**src/rtl/i2c_reg_pkg.sv**
```systemverilog
package i2c_reg_pkg;

  localparam int WORD_CTRL = 0;
  localparam int WORD_STAT = 1;
  localparam int WORD_DATA = 2;
  localparam int WORD_ADR  = 3;
  localparam int WORD_SCLH = 4;
  localparam int WORD_SCLL = 5;
  localparam int WORD_CLR  = 6;

  typedef struct packed {
    logic wrSet;
    logic wrClr;
    logic wrData;
    logic wrAdr;
    logic wrSclH;
    logic wrSclL;
  } wrStrobes_t;

  typedef enum logic [2:0] {
    SEL_ZERO, SEL_CTRL, SEL_STAT, SEL_DATA, SEL_ADR, SEL_SCLH, SEL_SCLL
  } rdSel_t;

  typedef struct packed {
    wrStrobes_t wr;
    logic       rdEn;
    rdSel_t     rdSel;
  } busCmd_t;

endpackage

```
**src/rtl/i2c_reg_decode.sv**
```systemverilog
module i2c_reg_decode
  import i2c_reg_pkg::*;
#(
  parameter int ADDR_W = 5
) (
  input  logic [ADDR_W-1:0] busAddr,
  input  logic              busWr,
  input  logic              busRd,
  output busCmd_t           cmd
);

  localparam int WIDX_W = ADDR_W - 2;

  logic [WIDX_W-1:0] wordIdx;
  assign wordIdx = busAddr[ADDR_W-1:2];

  always_comb begin
    cmd = '0;
    cmd.rdEn  = busRd;
    cmd.rdSel = SEL_ZERO;
    case (int'(wordIdx))
      WORD_CTRL: begin cmd.wr.wrSet  = busWr; cmd.rdSel = SEL_CTRL; end
      WORD_STAT: begin cmd.rdSel = SEL_STAT; end
      WORD_DATA: begin cmd.wr.wrData = busWr; cmd.rdSel = SEL_DATA; end
      WORD_ADR:  begin cmd.wr.wrAdr  = busWr; cmd.rdSel = SEL_ADR;  end
      WORD_SCLH: begin cmd.wr.wrSclH = busWr; cmd.rdSel = SEL_SCLH; end
      WORD_SCLL: begin cmd.wr.wrSclL = busWr; cmd.rdSel = SEL_SCLL; end
      WORD_CLR:  begin cmd.wr.wrClr  = busWr; end
      default:   begin end
    endcase
  end

  // a write never raises more than one register strobe
  always_comb begin
    if (busWr) a_r10_single_target: assert ($onehot0(cmd.wr));
  end

endmodule

```
**src/rtl/i2c_reg_datapath.sv**
```systemverilog
module i2c_reg_datapath
  import i2c_reg_pkg::*;
#(
  parameter int BUS_W  = 16,
  parameter int SCL_W  = 16,
  parameter int CODE_W = 5,
  parameter int REG_W  = 8,
  parameter int SI_BIT = 3,
  parameter int EN_BIT = 6,
  parameter logic [SCL_W-1:0] SCL_RST = 4
) (
  input  logic             clk,
  input  logic             rstN,
  input  busCmd_t          cmd,
  input  logic [BUS_W-1:0] busWdata,
  output logic [BUS_W-1:0] busRdata,
  input  logic [CODE_W-1:0] engCode,
  input  logic             engIntPulse,
  output logic [REG_W-1:0] ctrlBits,
  output logic [REG_W-1:0] txData,
  output logic             txLoad,
  output logic [REG_W-2:0] slvAddr,
  output logic             gcEnable,
  output logic [SCL_W-1:0] sclHigh,
  output logic [SCL_W-1:0] sclLow,
  output logic             irq
);

  localparam int LOW_W = REG_W - CODE_W;
  localparam logic [REG_W-1:0] SI_MASK = REG_W'(1) << SI_BIT;

  logic [REG_W-1:0]  ctrlReg, ctrlNext;
  logic [CODE_W-1:0] statCode;
  logic [REG_W-1:0]  dataReg, adrReg;
  logic [SCL_W-1:0]  sclHReg, sclLReg;
  logic [REG_W-1:0]  wByte;
  logic              clrSi, takeCode;
  logic [BUS_W-1:0]  rdMux;

  assign wByte    = busWdata[REG_W-1:0];
  assign clrSi    = cmd.wr.wrClr && wByte[SI_BIT];
  assign takeCode = engIntPulse && (!ctrlReg[SI_BIT] || clrSi);

  always_comb begin
    ctrlNext = ctrlReg;
    if (cmd.wr.wrSet) ctrlNext = ctrlNext | (wByte & ~SI_MASK);
    if (cmd.wr.wrClr) ctrlNext = ctrlNext & ~wByte;
    if (engIntPulse)  ctrlNext[SI_BIT] = 1'b1;
  end

  always_ff @(posedge clk) begin
    if (!rstN) begin
      ctrlReg  <= '0;
      statCode <= '1;
      dataReg  <= '0;
      adrReg   <= '0;
      sclHReg  <= SCL_RST;
      sclLReg  <= SCL_RST;
      txLoad   <= 1'b0;
    end else begin
      ctrlReg <= ctrlNext;
      if (takeCode)      statCode <= engCode;
      if (cmd.wr.wrData) dataReg  <= wByte;
      if (cmd.wr.wrAdr)  adrReg   <= wByte;
      if (cmd.wr.wrSclH) sclHReg  <= busWdata[SCL_W-1:0];
      if (cmd.wr.wrSclL) sclLReg  <= busWdata[SCL_W-1:0];
      txLoad <= cmd.wr.wrData;
    end
  end

  always_comb begin
    case (cmd.rdSel)
      SEL_CTRL: rdMux = BUS_W'(ctrlReg);
      SEL_STAT: rdMux = BUS_W'({statCode, {LOW_W{1'b0}}});
      SEL_DATA: rdMux = BUS_W'(dataReg);
      SEL_ADR:  rdMux = BUS_W'(adrReg);
      SEL_SCLH: rdMux = BUS_W'(sclHReg);
      SEL_SCLL: rdMux = BUS_W'(sclLReg);
      default:  rdMux = '0;
    endcase
  end

  always_ff @(posedge clk) begin
    if (!rstN)          busRdata <= '0;
    else if (cmd.rdEn)  busRdata <= rdMux;
  end

  assign ctrlBits = ctrlReg;
  assign txData   = dataReg;
  assign slvAddr  = adrReg[REG_W-1:1];
  assign gcEnable = adrReg[0];
  assign sclHigh  = sclHReg;
  assign sclLow   = sclLReg;
  assign irq      = ctrlReg[SI_BIT] && ctrlReg[EN_BIT];

  // a set-alias write never drops a bit that was already set
  a_r1_set_keeps: assert property (@(posedge clk) disable iff (!rstN)
    (cmd.wr.wrSet && !engIntPulse) |=> ((ctrlReg & $past(ctrlReg)) == $past(ctrlReg)));

  // clearing bit 3 without a competing pulse drops the flag
  a_r2_clear_flag: assert property (@(posedge clk) disable iff (!rstN)
    (cmd.wr.wrClr && busWdata[SI_BIT] && !engIntPulse) |=> !ctrlBits[SI_BIT]);

  // an engine pulse always leaves the flag set
  a_r3_set_wins: assert property (@(posedge clk) disable iff (!rstN)
    engIntPulse |=> ctrlBits[SI_BIT]);

  // while the flag stays up, the captured code does not move
  a_r4_code_frozen: assert property (@(posedge clk) disable iff (!rstN)
    (ctrlBits[SI_BIT] && !(cmd.wr.wrClr && busWdata[SI_BIT])) |=> $stable(statCode));

  // a data write is followed by the load strobe
  a_r7_tx_strobe: assert property (@(posedge clk) disable iff (!rstN)
    cmd.wr.wrData |=> txLoad);

  // read data moves only on a read cycle
  a_r11_rdata_hold: assert property (@(posedge clk) disable iff (!rstN)
    !cmd.rdEn |=> $stable(busRdata));

endmodule

```
**src/rtl/i2c_reg_front.sv**
```systemverilog
module i2c_reg_front
  import i2c_reg_pkg::*;
#(
  parameter int ADDR_W = 5,
  parameter int BUS_W  = 16,
  parameter int SCL_W  = 16,
  parameter int CODE_W = 5
) (
  input  logic              clk,
  input  logic              rstN,
  input  logic [ADDR_W-1:0] busAddr,
  input  logic              busWr,
  input  logic              busRd,
  input  logic [BUS_W-1:0]  busWdata,
  output logic [BUS_W-1:0]  busRdata,
  input  logic [CODE_W-1:0] engCode,
  input  logic              engIntPulse,
  output logic [7:0]        ctrlBits,
  output logic [7:0]        txData,
  output logic              txLoad,
  output logic [6:0]        slvAddr,
  output logic              gcEnable,
  output logic [SCL_W-1:0]  sclHigh,
  output logic [SCL_W-1:0]  sclLow,
  output logic              irq
);

  busCmd_t cmd;

  i2c_reg_decode #(.ADDR_W(ADDR_W)) u_decode (
    .busAddr(busAddr),
    .busWr  (busWr),
    .busRd  (busRd),
    .cmd    (cmd)
  );

  i2c_reg_datapath #(
    .BUS_W (BUS_W),
    .SCL_W (SCL_W),
    .CODE_W(CODE_W),
    .REG_W (8)
  ) u_dp (
    .clk        (clk),
    .rstN       (rstN),
    .cmd        (cmd),
    .busWdata   (busWdata),
    .busRdata   (busRdata),
    .engCode    (engCode),
    .engIntPulse(engIntPulse),
    .ctrlBits   (ctrlBits),
    .txData     (txData),
    .txLoad     (txLoad),
    .slvAddr    (slvAddr),
    .gcEnable   (gcEnable),
    .sclHigh    (sclHigh),
    .sclLow     (sclLow),
    .irq        (irq)
  );

endmodule

```
**config.mk**
```make
export PLATFORM = sky130hd
export DESIGN_NAME = i2c_reg_front
export DESIGN_NICKNAME = d
export VERILOG_FILES = /design/src/rtl/i2c_reg_pkg.sv /design/src/rtl/i2c_reg_decode.sv /design/src/rtl/i2c_reg_datapath.sv /design/src/rtl/i2c_reg_front.sv
export SDC_FILE = /design/constraint.sdc
export NUM_CORES = 1
export LEC_CHECK = 0
export BUFFER_PORTS_ARGS = -buffer_cell sky130_fd_sc_hd__buf_2
export CAP_MARGIN = 20
export CORE_MARGIN = 2
export CORE_UTILIZATION = 53
export CTS_BUF_LIST = sky130_fd_sc_hd__clkbuf_4 sky130_fd_sc_hd__clkbuf_8
export CTS_CLUSTER_DIAMETER = 200
export DETAILED_ROUTE_END_ITERATION = 6
export GPL_ROUTABILITY_DRIVEN = 0
export GPL_TIMING_DRIVEN = 0
export MAX_ROUTING_LAYER = met4
export PLACE_DENSITY = 0.82
export SLEW_MARGIN = 20
export SYNTH_ARGS = -nofsm -noshare
export SYNTH_HDL_FRONTEND = slang
export SYNTH_SLANG_ARGS = --single-unit
```
**constraint.sdc**
```tcl
create_clock -name clk -period 1.4 [get_ports clk]
set_input_delay 0.14 -clock clk [delete_from_list [all_inputs] [get_ports clk]]
set_output_delay 0.14 -clock clk [all_outputs]
set_load 0.05 [all_outputs]
```
==> summary.txt <==
Run status
  – Outcome: finished, final reports clean

Logic synthesis
  – Post-synth ARST share: 0%
  – Yosys top cell by area: dfxtp_1
  – Syn nets: 412
  – Area share of the largest cell type after synthesis: 45.7%
  – Post-Syn Area: 3420 um^2
  – Ys flop type: dfxtp_1
  – Yosys cell types: 43
  – Seq/Total Area, Yosys: 45.7%
  – Top cells by area, synth: dfxtp_1 46%, nand2_1 9.2%, a21oi_1 7.3%, mux2i_1 5.0%, mux2_2 4.0%
  – Synth warn: 0
  – Synthesized instance count: 381
  – Synth Register Bits: 78
  – Post-synth EDFFs: 0
  – Syn_area_per_cell: around 9.0 um^2

Drt
  – Drc violations: 0
  – Pre-Repair DR Iteration Count: 7
  – Antenna Nets Post-Route: 0
  – Via count: 3334
  – Drt total wl: around 10000 um
  – DRT iter0 DRCs: 393
  – Drt wl/cell: 17.5 um
  – Routed vias/inst: 5.84

Critical path
  – Maximum fanout along the worst path: 5
  – Stages on worst setup path: 3
  – Crit-path slowest cell: a222oi_1
  – Critical Path, Cell by Cell: mux2_4 > a222oi_1 > a21oi_1
  – Top delay family on crit path: compound AO/OA/AOI/OAI gates
  – Critical path class: reg -> reg
  – CP endpoint kind: flip-flop
  – CP Buf/Inv Count: 0
  – FF-to-FF path depth: 3
  – Critical Path Start Type: flip-flop
  – Crit-path max cell delay: ~0.48 ns
  – CP arrival: 1.57 ns
  – Worst R2R Start: u_dp.ctrlBits[3]
  – WP data required: ~1.6 ns
  – CP startpoint: u_dp.ctrlBits[3]

Place
  – Place WS: -0.0885 ns
  – Post-DP Area: about 4000 um^2
  – HPWL after DPL: 7060 um
  – Placed cells: 557
  – Port buffer count: 99

STA
  – Fin crit share: a little over nine tenths
  – Final WS setup: 0.0541 ns
  – Final setup fails: 0
  – Worst slew margin: 55.0%
  – Slew Limit Fails: 0
  – Fmax: around 0.74 GHz
  – Hold Slack: ~0.027 ns
  – Clk_skew: 0.00923 ns
  – Tmin final: 1.35 ns
  – Hold Vio Cnt, Final: 0
  – Tightest Pin Transition: 0.675 ns
  – Setup repair after global routing missed its margin: no

Die
  – CORE AREA: between 6000 and 7000 um^2
  – Initial core utilization: 54.4%
  – Top Ports: 105
  – Die area: roughly 7100 um^2
  – Die Span Y: 84.3 um
  – FP Rows: 29
  – Die W: 84.3 um

GRT
  – Largest net degree at the start of global routing: 13
  – Initial antenna violation count: 0
  – Number of global-route vias before repair: 3042
  – Gr usage total: 29.0%
  – First-pass GRT wire length: about 16000 um
  – GRT overflow: 0

Finish
  – Area growth, synth to finish: 22.4%
  – Core Util, Final: 66.6%
  – Diode count: 0
  – Final instance area: 4180 um^2
  – Post-Layout Cell Count: between 500 and 600
  – Layout cell share with drive strength beyond 1: 31.2%
  – Final Net Count: 522

Clock network
  – Clock Sinks: 78
  – CTS max path bufs: 2
  – H-Tree Depth: 3
  – Cts hold-fix bufs: 0
  – Post-CTS Setup Inserts: 0
  – Clock Pin Slew Worst Setup and Hold Paths: 0.08 ns
  – CTS root buf: clkbuf_8
  – Post-CTS sizing: 0
  – CTS Buf Count: 9
  – CTS tree: built
  – Clk Latency, worst-skew pair: 0.35 ns

Min path
  – Hold Crit Class: in -> reg
  – Hold Crit Start: engIntPulse
  – Hold Crit Depth: 2

Power
  – Comb power frac: between 10 and 15%
  – Int Pwr: 3200 uW
  – Seq pwr share: 51.5%
  – Clock power share: 34.2%
  – Psw: 1300 uW
  – IR drop worst, VDD: 0.662 mV
  – Leakage: 0.00182 uW
  – Sw frac: 28.8%
  – Pwr per Cell Area: 1080 nW/um^2

Flow run
  – Max_cap viols: 0
power groups by stage:
stage / Combinational (uW) / Sequential (uW) / Clock [uW]
final: 643 / 2320 / 1540
after CTS: 637 / 2320 / 1530
after detailed placement: 635 / 2370 / 0
after global routing: 681 / 2320 / 1640
after global placement: 622 / 2370 / 0
after floorplan: 279 / 2530 / 0
path summary, 6_finish.rpt:
path                      endpoint  slack [ns]
setup reg to reg  u_dp.busRdata[3]        0.05
setup / recovery  u_dp.busRdata[3]        0.05
hold reg to reg   u_dp.sclHigh[12]        0.47
hold / removal    u_dp.ctrlBits[3]        0.03
metrics by stage:
stage	total power (uW)	TNS, ns
final	4500	0
after global routing	4640	0
after CTS	4490	0
after detailed placement	3000	-0.824
after global placement	2990	-0.502
after floorplan	2800	0
per-layer routing:
layer / track usage, % / share of wire (%) / vias to the layer above
li1: - / - / 1554
met1: 38.7 / 43 / 1588
met2: 43.6 / 47 / 174
met3: 5.11 / 8.3 / 18
met4: 12.0 / 2.2 / 0
met5: - / 0 / -
layout by cell type (no fill, tap or decap), drive strengths merged, types with 4 or more instances in the layout:
cell type  instances
buf              115
o211ai            13
mux2i             17
nor2              17
o21ai              8
nand2             84
nor2b              4
nor3b              4
dfxtp             78
a21oi             50
a2bb2oi            8
inv                7
clkbuf            25
mux2              15
nand3              4
a211oi             7
final cells by class:
| type | instances | area, um^2 |
|---|---|---|
| Inverter | 8 | 30.0 |
| Timing Repair Buffer | 99 | 495 |
| Tap cell | 77 | 96.3 |
| Sequential cell | 78 | 1560 |
| Fill cell | 525 | 2100 |
| Buffer | 30 | 190 |
| Clock inverter | 3 | 21.3 |
| Clock buffer | 11 | 151 |
| Multi-Input combinational cell | 265 | 1630 |
worst register-to-register path, stage by stage (launching register included):
cell      delay [ns]
dfxtp_1         0.34
mux2_4          0.28
a222oi_1        0.48
a21oi_1         0.12
Yosys cell counts, types with 2 or more instances:
master     number
buf_2           5
nand2b_1        2
nand4b_2        2
o21ai_0         8
a222oi_1        3
nor3b_1         3
buf_4           5
and4bb_2        3
nor2b_1         4
nor2_1         17
nand2_1        84
and2_1          2
a21oi_1        50
a2bb2oi_1       8
a211oi_1        7
mux2i_1        17
o211ai_1       13
inv_1           7
dfxtp_1        78
nand3_1         4
mux2_2         12
buf_6           5
a22oi_1         3
and3_1          3
o21a_1          2
and4b_1         3
clkbuf_1       11
clkbuf_2        3
mux2_4          3
kinds of logic (layout without fill, tap and decap cells):
kind of cell,Yosys count,after routing,synth area share [%]
AND/OR/NAND/NOR,135,135,19.7
AO/OA/AOI/OAI,98,98,17.8
flip-flops,78,78,45.7
buffers and inverters,38,151,6.45
multiplexers,32,32,10.3
registers in the layout (all words and copies together) (netlist names), named ones only:
register	count
u_dp.sclHigh	16
u_dp.txData	8
u_dp.sclLow	16
u_dp.ctrlBits	1
u_dp.txLoad	1
u_dp.statCode	5
u_dp.adrReg	8
u_dp.busRdata	16
Power figures use the tool's default switching activity.
